### src/rtl/adc_ctl_reg.sv
module adc_ctl_reg (
  input  logic       clk,
  input  logic       rst_n,
  input  logic       stby_i,
  input  logic       bus_rd_i,
  input  logic       bus_wr_i,
  input  logic [7:0] bus_wdata_i,
  output logic [7:0] bus_rdata_o,
  input  logic       conv_done_i,
  input  logic       conv_last_i,
  input  logic       dma_dread_i,
  output logic       irq_o,
  output logic       start_o,
  output logic       scan_o,
  output logic [3:0] chan_o
);

  logic       flag_q;
  logic       armed_q;
  logic [6:0] ctl_q;

  // set event: any done pulse in single mode, only the last one in scan mode
  wire set_ev = conv_done_i && (!ctl_q[4] || conv_last_i);
  wire sw_clr = bus_wr_i && !bus_wdata_i[7] && armed_q;
  wire flag_d = set_ev || (flag_q && !(sw_clr || dma_dread_i));

  always_ff @(posedge clk or negedge rst_n) begin
    if (!rst_n) begin
      flag_q  <= 1'b0;
      armed_q <= 1'b0;
      ctl_q   <= '0;
    end else if (stby_i) begin
      flag_q  <= 1'b0;
      armed_q <= 1'b0;
      ctl_q   <= '0;
    end else begin
      flag_q <= flag_d;
      if (bus_wr_i) ctl_q <= bus_wdata_i[6:0];
      if ((flag_q && !flag_d) || bus_wr_i) armed_q <= 1'b0;
      else if (bus_rd_i && flag_q)         armed_q <= 1'b1;
    end
  end

  assign bus_rdata_o = {flag_q, ctl_q};
  assign irq_o       = flag_q & ctl_q[6];
  assign start_o     = ctl_q[5];
  assign scan_o      = ctl_q[4];
  assign chan_o      = ctl_q[3:0];

  assert_stby_clear_R1: assert property (@(posedge clk) disable iff (!rst_n)
    stby_i |=> (bus_rdata_o == 8'h00 && !irq_o));

  assert_ctl_write_R2: assert property (@(posedge clk) disable iff (!rst_n)
    (bus_wr_i && !stby_i) |=> (bus_rdata_o[6:0] == $past(bus_wdata_i[6:0]) &&
                               chan_o == $past(bus_wdata_i[3:0])));

  assert_one_no_clear_R3: assert property (@(posedge clk) disable iff (!rst_n)
    (bus_wr_i && bus_wdata_i[7] && flag_q && !dma_dread_i && !stby_i) |=> flag_q);

  assert_unarmed_hold_R5: assert property (@(posedge clk) disable iff (!rst_n)
    (bus_wr_i && !bus_wdata_i[7] && !armed_q && !dma_dread_i && !conv_done_i && !stby_i)
      |=> $stable(bus_rdata_o[7]));

  assert_dma_clear_R6: assert property (@(posedge clk) disable iff (!rst_n)
    (dma_dread_i && !conv_done_i && !stby_i) |=> !bus_rdata_o[7]);

  assert_scan_hold_R8: assert property (@(posedge clk) disable iff (!rst_n)
    (scan_o && conv_done_i && !conv_last_i && !flag_q && !stby_i) |=> !bus_rdata_o[7]);

  assert_set_wins_R10: assert property (@(posedge clk) disable iff (!rst_n)
    (conv_done_i && (!scan_o || conv_last_i) && !stby_i) |=> bus_rdata_o[7]);

endmodule

### config.mk
export PLATFORM = sky130hd
export DESIGN_NAME = adc_ctl_reg
export DESIGN_NICKNAME = d
export VERILOG_FILES = /design/src/rtl/adc_ctl_reg.sv
export SDC_FILE = /design/constraint.sdc
export NUM_CORES = 1
export LEC_CHECK = 0
export BUFFER_PORTS_ARGS = -buffer_cell sky130_fd_sc_hd__clkbuf_2
export CORE_AREA = 2 2 39 41
export CTS_CLUSTER_DIAMETER = 60
export CTS_CLUSTER_SIZE = 25
export DETAILED_ROUTE_END_ITERATION = 12
export DIE_AREA = 0 0 41 43
export PLACE_DENSITY = 0.69
export SLEW_MARGIN = 25
export SYNTH_ARGS = -nofsm -noshare
export SYNTH_HDL_FRONTEND = slang
export SYNTH_SLANG_ARGS = --single-unit
### constraint.sdc
create_clock -name clk -period 1.9 [get_ports clk]
set_input_delay 0.095 -clock clk [delete_from_list [all_inputs] [get_ports clk]]
set_output_delay 0.095 -clock clk [all_outputs]
set_load 0.02 [all_outputs]
==> impl_metrics.env <==
export IMPL_layout_drive_gt1_share_pct=56.1
export IMPL_crit_fanout=4
export IMPL_cts_tree="done"
export IMPL_synth_area_per_cell_um2=11.8
export IMPL_port_buffers=30
export IMPL_grt_antenna_before_repair=0
export IMPL_dpl_cell_area_um2=571
export IMPL_hold_viol_final=0
export IMPL_ys_ff_latch=9
export IMPL_period_share_pct=58.5
export IMPL_die_area_mm2=0.00176
export IMPL_die_h_um=43
export IMPL_seq_area_frac_synth_pct=47.7
export IMPL_h_tree_depth=1
export IMPL_max_cap_viol_count=0
export IMPL_rsz0062_at_grt="false"
export IMPL_final_cell_mix="30 x clkbuf_2, 9 x dfrtp_1, 8 x nor2_1, 7 x mux2i_1, 3 x clkbuf_4"
export IMPL_setup_tns_ns=0
export IMPL_routedWlPerCell_um=11.0
export IMPL_pin_count=31
export IMPL_setup_ws_ns=0.789
export IMPL_netlist_area_um2=472
export IMPL_crit_required_ns=2.04
export IMPL_postCtsResizedCells=0
export IMPL_fin_nets=83
export IMPL_crit_start="ctl_q[4]"
export IMPL_route_vias_total=357
export IMPL_cts_buffers=3
export IMPL_yosysWarnings=0
export IMPL_synth_compound_area_share_pct=7.69
export IMPL_startpoint_type="flip-flop"
export IMPL_layout_min_cycle_time_ns=1.11
export IMPL_cts_buffer_depth=2
export IMPL_syn_nets=56
export IMPL_fillers=143
export IMPL_cts_root_buf="clkbuf_4"
export IMPL_first_iter_violations=0
export IMPL_drt_wl_total_um=902
export IMPL_hp_class="primary input to flip-flop"
export IMPL_muxShareOfSynthArea_pct=14.9
export IMPL_synth_xor_area_share_pct=0
export IMPL_core_area_mm2=0.00138
export IMPL_r2r_start="ctl_q[4]"
export IMPL_first_global_vias=324
export IMPL_finish_utilization_pct=43.9
export IMPL_synthCells=40
export IMPL_slew_headroom_pct=77.8
export IMPL_n_antenna_cell=0
export IMPL_grt_remaining_overflow=0
export IMPL_grt_usage_pct=11.4
export IMPL_viasPerCell=4.35
export IMPL_die_w_um=41
export IMPL_dp_hpwl_um=690
export IMPL_start_util_pct=34.1
export IMPL_layout_commonest_cell="clkbuf_2"
export IMPL_post_cts_buffers=0
export IMPL_worstHoldStart="bus_wdata_i[0]"
export IMPL_yosysUniqueCellTypes=12
export IMPL_arrival_ns=1.25
export IMPL_synth_simple_area_share_pct=13.8
export IMPL_worst_setup_path_end_kind="flip-flop"
export IMPL_insertion_delay_ns=0.25
export IMPL_row_count=14
export IMPL_final_area_um2=607
export IMPL_grt_pass1_wl_um=1300
export IMPL_worst_pin_slew_ns=0.333
export IMPL_slew_viol_final=0
export IMPL_syn_to_final_growth_pct=28.6
export IMPL_place_ws_ns=0.801
export IMPL_place_gp_congestion=0.633
export IMPL_max_freq_ghz=0.900
export IMPL_synthAdderAreaFrac_pct=0
export IMPL_skew_ns=0.0000691
export IMPL_p_per_area_mw_per_mm2=728
export IMPL_drc=0
export IMPL_setup_viol=0
export IMPL_cts_sinks=9
export IMPL_leakage_nw=0.359
export IMPL_crit_type="flip-flop to flip-flop"
export IMPL_ir_drop_mv=0.372
export IMPL_synth_top_family_by_area="buffers and inverters"
export IMPL_grt_max_degree=10
export IMPL_status="finished clean"
export IMPL_postRouteAntennaNets=0
export IMPL_drt_first_pass_iters=1
export IMPL_postCtsHoldBufs=1
export IMPL_clk_pin_slew_worst_paths_ns=0.06
## sequential cells by signal (all words and copies together) (netlist names)
name     count
armed_q      1
flag_q       1
ctl_q        7
## power breakdown
group / leakage (nW) / switching, mW / total (mW) / internal [mW]
sequential: 0.120 / 0.00874 / 0.211 / 0.202
clock: 0.0150 / 0.0606 / 0.141 / 0.0805
combinational: 0.225 / 0.0528 / 0.0900 / 0.0373
total: 0.359 / 0.122 / 0.442 / 0.320
## logic make-up after synthesis
family	after synthesis
AOI/OAI and AO/OA	3
buffers and inverters	10
DFF	9
muxes	7
and+or+nand+nor	11
## worst paths after layout
kind                                  to  slack, ns  cells past startpoint
worst max-delay path             armed_q       0.79                      3
worst min-delay path            ctl_q[0]       0.09                      3
worst max register to register   armed_q       0.79                      3
worst min register to register  ctl_q[0]       0.54                      2
max in group asynchronous       ctl_q[5]       1.46                      2
min in group asynchronous        armed_q       0.24                      2
## through the flow
stage	hold slack, ns	power, mW	instances
final	0.0854	0.442	82
after CTS	0.0806	0.454	82
after global placement	-0.0384	0.303	77
after floorplan	-0.201	0.279	40
after global routing	0.105	0.470	82
after detailed placement	-0.0387	0.304	77
## synth_stat cells
| cell type | count | area share [%] |
|---|---|---|
| a32oi_2 | 1 | 3.4 |
| a21oi_1 | 1 | 1.1 |
| dfrtp_1 | 9 | 48 |
| a2111oi_2 | 1 | 3.2 |
| inv_1 | 1 | 0.79 |
| buf_4 | 8 | 13 |
| mux2i_1 | 7 | 15 |
| buf_6 | 1 | 2.4 |
| or2b_2 | 1 | 1.9 |
| and2_1 | 1 | 1.3 |
| nor2_1 | 8 | 6.4 |
| nand3b_4 | 1 | 4.2 |
## metal layers
layer	GRT usage [%]	up-vias	part of all wire [%]
met3	1.57	2	6.4
li1	-	179	-
met4	10.0	0	1.6
met2	16.9	15	50
met5	0	-	0
met1	13.6	161	41
## cell type report
| cell class | instances | area (um^2) | area share, % |
|---|---|---|---|
| Clock buffer | 4 | 26.3 | 4.33 |
| Inverter | 1 | 3.75 | 0.619 |
| Multi-Input combinational cell | 21 | 171 | 28.2 |
| Sequential cell | 9 | 225 | 37.1 |
| Tap cell | 16 | 20.0 | 3.30 |
| Timing Repair Buffer | 31 | 160 | 26.4 |
## worst max-delay path, stage by stage, from the launching register on
cell	delay, ns
dfrtp_1	0.40
or2b_2	0.17
a32oi_2	0.05
a2111oi_2	0.38
Note: power is estimated with default switching activity, not from simulation.
